===== src/rtl/evctr_pkg.sv =====
package evctr_pkg;
   localparam int REG_W   = 32;
   localparam int VPE_W   = 4;
   localparam int TC_W    = 8;
   localparam int IDX_W   = 2;
   localparam int MAX_CTR = 4;

   // control word field positions (decoded by software)
   localparam int P_IE     = 4;
   localparam int P_EVT_LO = 5;
   localparam int EVT_FW   = 6;
   localparam int P_VPE_LO = 16;
   localparam int P_TF_LO  = 20;
   localparam int P_TC_LO  = 22;
   localparam int P_MORE   = 31;

   // writable bits: modes, IE, event, VPE, filter, TC
   localparam logic [REG_W-1:0] CTL_WMASK = 32'h3FFF_07FF;

   typedef enum logic [1:0] {
      TF_ANY  = 2'd0,
      TF_VPE  = 2'd1,
      TF_TC   = 2'd2,
      TF_NONE = 2'd3
   } thr_filt_e;
endpackage


===== src/rtl/evctr_filter.sv =====
module evctr_filter
   import evctr_pkg::*;
#(
   parameter int EVT_N = 64
) (
   input  logic [REG_W-1:0] ctl,
   input  logic [EVT_N-1:0] evt,
   input  logic [3:0]       priv,
   input  logic [VPE_W-1:0] vpe,
   input  logic [TC_W-1:0]  tc,
   output logic             hit
);
   localparam int SEL_W = $clog2(EVT_N);

   logic [SEL_W-1:0] sel;
   logic             mode_ok;
   logic             thr_ok;
   thr_filt_e        tf;

   assign sel     = ctl[P_EVT_LO +: SEL_W];
   assign mode_ok = |(ctl[3:0] & priv);
   assign tf      = thr_filt_e'(ctl[P_TF_LO +: 2]);

   always_comb begin
      unique case (tf)
         TF_ANY:  thr_ok = 1'b1;
         TF_VPE:  thr_ok = (ctl[P_VPE_LO +: VPE_W] == vpe);
         TF_TC:   thr_ok = (ctl[P_TC_LO +: TC_W] == tc);
         default: thr_ok = 1'b0;
      endcase
   end

   assign hit = evt[sel] & mode_ok & thr_ok;
endmodule


===== src/rtl/evctr_slot.sv =====
module evctr_slot
   import evctr_pkg::*;
#(
   parameter int IDX   = 0,
   parameter int NUM   = 4,
   parameter int EVT_N = 64
) (
   input  logic             clk,
   input  logic             rst_n,
   input  logic             ctl_we,
   input  logic             cnt_we,
   input  logic [REG_W-1:0] wdata,
   input  logic [EVT_N-1:0] evt,
   input  logic [3:0]       priv,
   input  logic [VPE_W-1:0] vpe,
   input  logic [TC_W-1:0]  tc,
   output logic [REG_W-1:0] ctl_rd,
   output logic [REG_W-1:0] cnt_q,
   output logic [3:0]       mode_en,
   output logic             req
);
   logic [REG_W-1:0] ctl_q;
   logic             hit;
   logic             more;

   generate
      if (IDX < NUM - 1) begin : g_chain
         assign more = 1'b1;
      end else begin : g_last
         assign more = 1'b0;
      end
   endgenerate

   evctr_filter #(.EVT_N(EVT_N)) i_filter (
      .ctl  (ctl_q),
      .evt  (evt),
      .priv (priv),
      .vpe  (vpe),
      .tc   (tc),
      .hit  (hit)
   );

   always_ff @(posedge clk) begin
      if (!rst_n) begin
         ctl_q <= '0;
      end else if (ctl_we) begin
         ctl_q <= wdata & CTL_WMASK;
      end
   end

   always_ff @(posedge clk) begin
      if (!rst_n) begin
         cnt_q <= '0;
      end else if (cnt_we) begin
         cnt_q <= wdata;
      end else if (hit) begin
         cnt_q <= cnt_q + 1'b1;
      end
   end

   always_comb begin
      ctl_rd         = ctl_q;
      ctl_rd[P_MORE] = more;
   end

   assign mode_en = ctl_q[3:0];
   assign req     = cnt_q[REG_W-1] & ctl_q[P_IE];
endmodule


===== src/rtl/evctr_unit.sv =====
module evctr_unit
   import evctr_pkg::*;
#(
   parameter int NUM_CTR = 3,
   parameter int EVT_N   = 64
) (
   input  logic             clk,
   input  logic             rst_n,
   input  logic [1:0]       reg_idx,
   input  logic             reg_ctl,
   input  logic             reg_we,
   input  logic [31:0]      reg_wdata,
   output logic [31:0]      reg_rdata,
   input  logic [EVT_N-1:0] evt_vec,
   input  logic [3:0]       priv_lvl,
   input  logic [3:0]       vpe_id,
   input  logic [7:0]       tc_id,
   output logic             irq_o,
   output logic             irq_pend_o
);
   generate
      if (NUM_CTR < 1 || NUM_CTR > MAX_CTR) begin : g_bad_num
         $error("evctr_unit: NUM_CTR must lie in 1..4");
      end
      if (EVT_N < 2 || EVT_N > (1 << EVT_FW) || (EVT_N & (EVT_N - 1)) != 0) begin : g_bad_evt
         $error("evctr_unit: EVT_N must be a power of two up to 64");
      end
   endgenerate

   logic [NUM_CTR-1:0]            ctl_we;
   logic [NUM_CTR-1:0]            cnt_we;
   logic [NUM_CTR-1:0]            req;
   logic [NUM_CTR-1:0][REG_W-1:0] ctl_rd;
   logic [NUM_CTR-1:0][REG_W-1:0] cnt_all;
   logic [NUM_CTR-1:0][3:0]       mode_en;

   generate
      for (genvar i = 0; i < NUM_CTR; i++) begin : g_ctr
         assign ctl_we[i] = reg_we &  reg_ctl & (reg_idx == IDX_W'(i));
         assign cnt_we[i] = reg_we & ~reg_ctl & (reg_idx == IDX_W'(i));

         evctr_slot #(.IDX(i), .NUM(NUM_CTR), .EVT_N(EVT_N)) i_slot (
            .clk     (clk),
            .rst_n   (rst_n),
            .ctl_we  (ctl_we[i]),
            .cnt_we  (cnt_we[i]),
            .wdata   (reg_wdata),
            .evt     (evt_vec),
            .priv    (priv_lvl),
            .vpe     (vpe_id),
            .tc      (tc_id),
            .ctl_rd  (ctl_rd[i]),
            .cnt_q   (cnt_all[i]),
            .mode_en (mode_en[i]),
            .req     (req[i])
         );
      end
   endgenerate

   always_comb begin
      reg_rdata = '0;
      for (int i = 0; i < NUM_CTR; i++) begin
         if (reg_idx == IDX_W'(i)) begin
            reg_rdata = reg_ctl ? ctl_rd[i] : cnt_all[i];
         end
      end
   end

   assign irq_pend_o = |req;
   assign irq_o      = |req;
endmodule


===== config.mk =====
export PLATFORM = sky130hd
export DESIGN_NAME = evctr_unit
export DESIGN_NICKNAME = d
export VERILOG_FILES = /design/src/rtl/evctr_pkg.sv /design/src/rtl/evctr_filter.sv /design/src/rtl/evctr_slot.sv /design/src/rtl/evctr_unit.sv
export SDC_FILE = /design/constraint.sdc
export NUM_CORES = 1
export LEC_CHECK = 0
export ABC_AREA = 1
export BUFFER_PORTS_ARGS = -buffer_cell sky130_fd_sc_hd__buf_2
export CORE_ASPECT_RATIO = 1.75
export CORE_MARGIN = 2
export CORE_UTILIZATION = 50
export DETAILED_ROUTE_END_ITERATION = 8
export PLACE_DENSITY = 0.74
export SYNTH_ARGS = -nofsm -noshare
export SYNTH_HDL_FRONTEND = slang
export SYNTH_SLANG_ARGS = --single-unit

===== constraint.sdc =====
create_clock -name clk -period 2.4 [get_ports clk]
set_input_delay 0.24 -clock clk [delete_from_list [all_inputs] [get_ports clk]]
set_output_delay 0.24 -clock clk [all_outputs]
set_load 0.02 [all_outputs]

==> results of run 1 <==
-- worst max-delay path by stage --
stage                                    startpoint                   endpoint  slack, ns
after floorplan                             reg_ctl              reg_rdata[11]       0.54
after global placement                     tc_id[0]  g_ctr[0].i_slot.cnt_q[13]       0.19
after detailed placement                   tc_id[0]   g_ctr[0].i_slot.cnt_q[3]       0.15
after CTS                 g_ctr[0].i_slot.cnt_q[22]              reg_rdata[22]       0.12
after global routing       g_ctr[0].i_slot.cnt_q[1]  g_ctr[0].i_slot.cnt_q[24]      0.008
final                     g_ctr[0].i_slot.cnt_q[22]              reg_rdata[22]       0.04
-- state kept, by name (all words and copies together), names as in the netlist --
name                flops
g_ctr.i_slot.cnt_q     96
g_ctr.i_slot.ctl_q     75
-- critical path, cell delays in order, from the launching register on --
cell,delay (ns)
dfxtp_1,0.46
inv_1,0.12
a21oi_1,0.56
o21ai_0,0.20
nand3_1,0.14
buf_2,0.18
-- through the flow --
step           power (mW)  hold slack (ns)
2_1_floorplan        3.77            0.408
3_3_place_gp         4.25            0.485
3_5_place_dp         4.26            0.492
4_1_cts              6.85            0.141
5_1_grt              7.08            0.167
6_report             6.89            0.154
-- synthesized netlist by cell type, types with 2 or more instances --
master    count  area, sq um
nand2_4       5         56.3
nand2_1     530         1990
buf_6        27          304
inv_1       159          597
nor3_2        3         30.0
dfxtp_1     171         3420
nor2_4        4         45.0
clkinv_1      2         7.51
a31oi_1       6         37.5
o21ai_1      22          110
a21o_1        2         15.0
a221oi_1      3         26.3
xor2_1       36          315
nor2_2        4         25.0
nor2_8        2         40.0
o21ai_0     235         1180
buf_1         2         7.51
ha_1          3         37.5
nand3_1     314         1570
a21oi_1     229         1150
a22o_1        3         26.3
nand3_2       3         30.0
inv_2        10         37.5
clkbuf_1     75          282
nand4_1      30          188
buf_4        19          143
nand2_2      36          225
a21oi_2      30          263
inv_4         5         31.3
o221ai_1      8         70.1
o22ai_1      17          106
nor2_1      105          394
nor3_1       45          225
nand3b_1      4         30.0
o211ai_1     11         82.6
buf_12        3         60.1
or2_2         6         37.5
xnor2_1      23          201
a211oi_1      3         22.5
buf_2        16         80.1
-- report_power, final --
group | internal [mW] | switching, mW
combinational | 0.380 | 0.907
sequential | 2.89 | 0.0615
clock | 1.35 | 1.30
total | 4.63 | 2.26
-- what timing repair did --
item | 4_1_cts | 5_1_grt
setup buffers | 0 | 0
gates resized for setup | 0 | 5
endpoints found under the setup margin | 0 | 37
-- kinds of logic (layout without fill, tap and decap cells) --
group	after synthesis	after routing
AND/OR/NAND/NOR	1094	1094
AO/OA/AOI/OAI	573	573
buffers and inverters	319	414
flip-flops	171	171
XOR/XNOR	59	59
adder cells (fa/ha/maj)	3	3
-- final cells by class --
class	instances	area, sq um
Multi-Input combinational cell	1729	8630
Tap cell	324	405
Clock buffer	19	443
Fill cell	2756	11700
Inverter	177	683
Timing Repair Buffer	205	1300
Clock inverter	13	96.3
Sequential cell	171	3420
-- per-layer routing --
metal	routed length, microns	up-vias
li1	-	7631
met1	19500	7527
met2	28100	961
met3	5030	310
met4	6850	0
met5	0	-
==> metrics, run 1 <==
# setup viols final=0; Max-Slew Margin vs Limit=51.0%; DP Worst Slack=about 0.15 ns; CP Class=register to primary output; min Tclk post-route=2.36 ns; DRC viols=0; largest family of logic cells by synthesized area=simple AND/OR/NAND/NOR gates; DIE AREA=between 20000 and 30000 sq um; Synth Area in Adders=0.277%; Fmax=0.424 GHz; synth warn=0; Post-synth EDFFs=0; Initial Utilization=50.8%; Finished Cell Area=~15000 sq um; antenna-violating nets left=0; clk buf depth=2; GRT Total Usage=about 41%; final slew viol count=0; DR vias/cell=6.23; Root Driver=clkbuf_16; placed cells=2606; FF-to-FF End=g_ctr[0].i_slot.cnt_q[22]; post-route clock period utilization=98.2%; Post-synth top flop=dfxtp_1; Unique masters post-synth=48; Hold Buf Count CTS=0; H-tree lvl count=4; global route overflow=0; Reg clk slew, reported paths=roughly 0.070 ns; RSZ-0062 raised after global routing=false; Area Growth Syn to Fin=10.4%; Hold Path Sink=g_ctr[1].i_slot.ctl_q[18]; RR Startpoint=g_ctr[0].i_slot.ctl_q[5]; Final nets=2422; post-synthesis mux area share=0%; synthesized flop and latch total=171; Synth Net Count=2340; Critical Path End Type=primary output; post-synthesis area per instance=6.12 sq um; via count=16400; Hold Violations, Final=0; startpoint type of the worst setup path=register; Mapped Cells=2219; clock sinks=171; met3 Use GR=8.47%; compound-gate portion of the synthesized area=22.9%; DRT Wirelength=59500 microns; Reg2Reg Depth=13; number of global-route vias before repair=15300; Worst Path Arrival=roughly 2.1 ns; most frequent cells in the layout=nand2_1 (530), nand3_1 (314), o21ai_0 (235), a21oi_1 (229), dfxtp_1 (170); synthesized area=between 10000 and 15000 sq um; Non-Filler Instances=2638; initial antenna violation count=0; met2 Resource Use GR=67.5%; worst skew pair latency=between 0.4 and 0.5 ns; worst ir drop on vdd=0.415 mV; CTS tree=done; max_cap viols=0; width of the die=129 microns; setup TNS=0 ns; IO buf count=151; pwr/cell area=460 nW/um^2; Final WS setup=about 0.043 ns; largest net degree at the start of global routing=a little over 90; first-pass GRT wire length=88100 microns; Simple-Gate Fraction of Synth Area=36.3%; fin util=56.2%; Layout Skew=between 0.01 and 0.015 ns; DR WL/cell=22.6 microns; DRT Pass-1 Iters=6; most common cell after layout, fill and taps aside=nand2_1; die height=around 220 microns; status=finished, final reports clean; M1 GR Usage=41.3%; HP Start=rst_n; Worst EP required=approximately 2.2 ns; number of diodes=0; core footprint=26700 sq um; Initial DRC Count=1725; top-level I/O count=152; layout cell share with drive strength beyond 1=15.3%; Critical Path Fanout Max=6; number of placement rows=79; asr flop ratio synth=0%; DPL Wire Length=44900 microns; area post-placement=14400 sq um; Pleak=5.73 nW; Post-Synth XOR/XNOR Area=3.81%; CTS Buf Count=17; Routability Congestion=1.05; flop-to-flop setup slack=between 0.15 and 0.2 ns; Worst Max-Slew Pin Slew=between 0.7 and 0.8 ns; sequential share of the synthesized area=25.2%; GR peak layer=met2; Hold Path Stages=3; worst hold path class=input pin to register
(Power assumes the default switching activity.)
==> inputs of run 2 (changes only) <==
--- a/config.mk
+++ b/config.mk
@@ -10,6 +10,7 @@
 export CORE_ASPECT_RATIO = 1.75
 export CORE_MARGIN = 2
 export CORE_UTILIZATION = 50
+export CTS_BUF_LIST = sky130_fd_sc_hd__clkbuf_8 sky130_fd_sc_hd__clkbuf_16
 export DETAILED_ROUTE_END_ITERATION = 8
 export PLACE_DENSITY = 0.74
 export SYNTH_ARGS = -nofsm -noshare
==> metrics, run 2 (synthesized netlist as in run 1, its figures left out) <==
worst ir drop on vdd=slightly above 0.4 mV; DR WL/cell=22.6 microns; HP Start=rst_n; max reg flops=96; RR Startpoint=g_ctr[0].i_slot.ctl_q[5]; min Tclk post-route=2.36 ns; die height=roughly 220 microns; fin util=56.2%; DP Worst Slack=0.154 ns; Max-Slew Margin vs Limit=51.0%; Initial Utilization=50.8%; DRT Wirelength=59500 microns; antenna-violating nets left=0; postcts setup bufs=0; DPL Wire Length=44900 microns; fillers=2756; # setup viols final=0; number of placement rows=79; width of the die=129 microns; met3 Use GR=8.47%; # resized after CTS=0; setup TNS=0 ns; clk buf depth=2; GR peak layer=met2; largest net degree at the start of global routing=92; Reg2Reg Depth=13; number of global-route vias before repair=15300; Area Growth Syn to Fin=10.4%; Root Driver=clkbuf_16; RSZ-0062 raised after global routing=false; CTS tree=done; Hold Buf Count CTS=0; Hold Path Stages=3; Final WS setup=between 0.04 and 0.05 ns; DR vias/cell=just over 6; CTS Buf Count=17; Routability Congestion=1.05; core footprint=between 20000 and 30000 sq um; via count=16400; DIE AREA=~29000 sq um; met2 Resource Use GR=between 60% and 70%; flop-to-flop setup slack=approximately 0.17 ns; M1 GR Usage=between 40% and 50%; DRT Pass-1 Iters=6; status=finished, final reports clean; final slew viol count=0; Initial DRC Count=1725; Fmax=approximately 0.42 GHz; pwr/cell area=460 nW/um^2; Hold Violations, Final=0; clock sinks=171; Critical Path Fanout Max=6; H-tree lvl count=4; DRC viols=0; startpoint type of the worst setup path=register; global route overflow=0; Reg clk slew, reported paths=about 0.07 ns; Final nets=2422; IO buf count=151; Top reg by flops=g_ctr.i_slot.cnt_q; max_cap viols=0; Worst EP required=2.16 ns; Pleak=5.73 nW; most common cell after layout, fill and taps aside=nand2_1; biggest regs=g_ctr.i_slot.cnt_q x96, g_ctr.i_slot.ctl_q x75; Worst Path Arrival=2.12 ns; worst skew pair latency=0.47 ns; Hold Path Sink=g_ctr[1].i_slot.ctl_q[18]; Critical Path End Type=primary output; FF-to-FF End=g_ctr[0].i_slot.cnt_q[22]; most frequent cells in the layout=nand2_1 (530), nand3_1 (314), o21ai_0 (235), a21oi_1 (229), dfxtp_1 (170); CP Class=register to primary output; top-level I/O count=~150; Worst Max-Slew Pin Slew=0.734 ns; first-pass GRT wire length=between 80000 and 90000 microns; post-route clock period utilization=98.3%; layout cell share with drive strength beyond 1=15.3%; Min Hold Slack=0.154 ns; Layout Skew=0.0117 ns; initial antenna violation count=0; number of diodes=0; worst hold path class=input pin to register; GRT Total Usage=40.7%
==> run 2: changes by cell type in the layout (fill, tap and decap cells not counted) <==
cell      change
clkbuf_1      -1
inv_1         +1
==> run 2: cell type report <==
type                            instances  area [sq um]  share of cell area [%]
Multi-Input combinational cell       1729          8630                    57.6
Tap cell                              324           405                    2.71
Timing Repair Buffer                  205          1300                    8.69
Sequential cell                       171          3420                    22.9
Inverter                              177           683                    4.56
Clock buffer                           18           439                    2.93
Clock inverter                         14           100                   0.668
==> run 2: critical path, stage by stage (launching register included) <==
cell and delay (ns):
dfxtp_1 0.46, inv_1 0.12, a21oi_1 0.57, o21ai_0 0.20, nand3_1 0.14, buf_2 0.18
==> run 2: through the flow <==
| step | instances | total power, mW | instance area, sq um |
|---|---|---|---|
| 2_1_floorplan | 2219 | 3.77 | 13600 |
| 3_3_place_gp | 2606 | 4.25 | 14400 |
| 3_5_place_dp | 2606 | 4.26 | 14400 |
| 4_1_cts | 2638 | 6.85 | 15000 |
| 5_1_grt | 2638 | 7.08 | 15000 |
| 6_report | 2638 | 6.89 | 15000 |
==> run 2: worst max-delay path by stage <==
stage / end / slack, ns / cells after the start / from
floorplan: reg_rdata[11] / 0.54 / 6 / reg_ctl
global placement: g_ctr[0].i_slot.cnt_q[13] / 0.19 / 11 / tc_id[0]
detailed placement: g_ctr[0].i_slot.cnt_q[3] / 0.15 / 11 / tc_id[0]
CTS: reg_rdata[22] / 0.12 / 5 / g_ctr[0].i_slot.cnt_q[22]
global route: g_ctr[0].i_slot.cnt_q[24] / 0.008 / 11 / g_ctr[0].i_slot.cnt_q[1]
finish: reg_rdata[22] / 0.04 / 5 / g_ctr[0].i_slot.cnt_q[22]
==> run 2: layer usage <==
layer | vias up | routed length, microns
met3 | 312 | 5050
met4 | 0 | 6860
met2 | 963 | 28100
li1 | 7631 | -
met5 | - | 0
met1 | 7534 | 19500
==> run 2: report_power, final <==
| group | internal, mW | switching (mW) | total, mW | leakage (nW) |
|---|---|---|---|---|
| Combinational | 0.380 | 0.907 | 1.29 | 4.09 |
| Clock | 1.35 | 1.30 | 2.65 | 0.261 |
| Sequential | 2.89 | 0.0615 | 2.95 | 1.38 |
| Total | 4.62 | 2.26 | 6.89 | 5.73 |
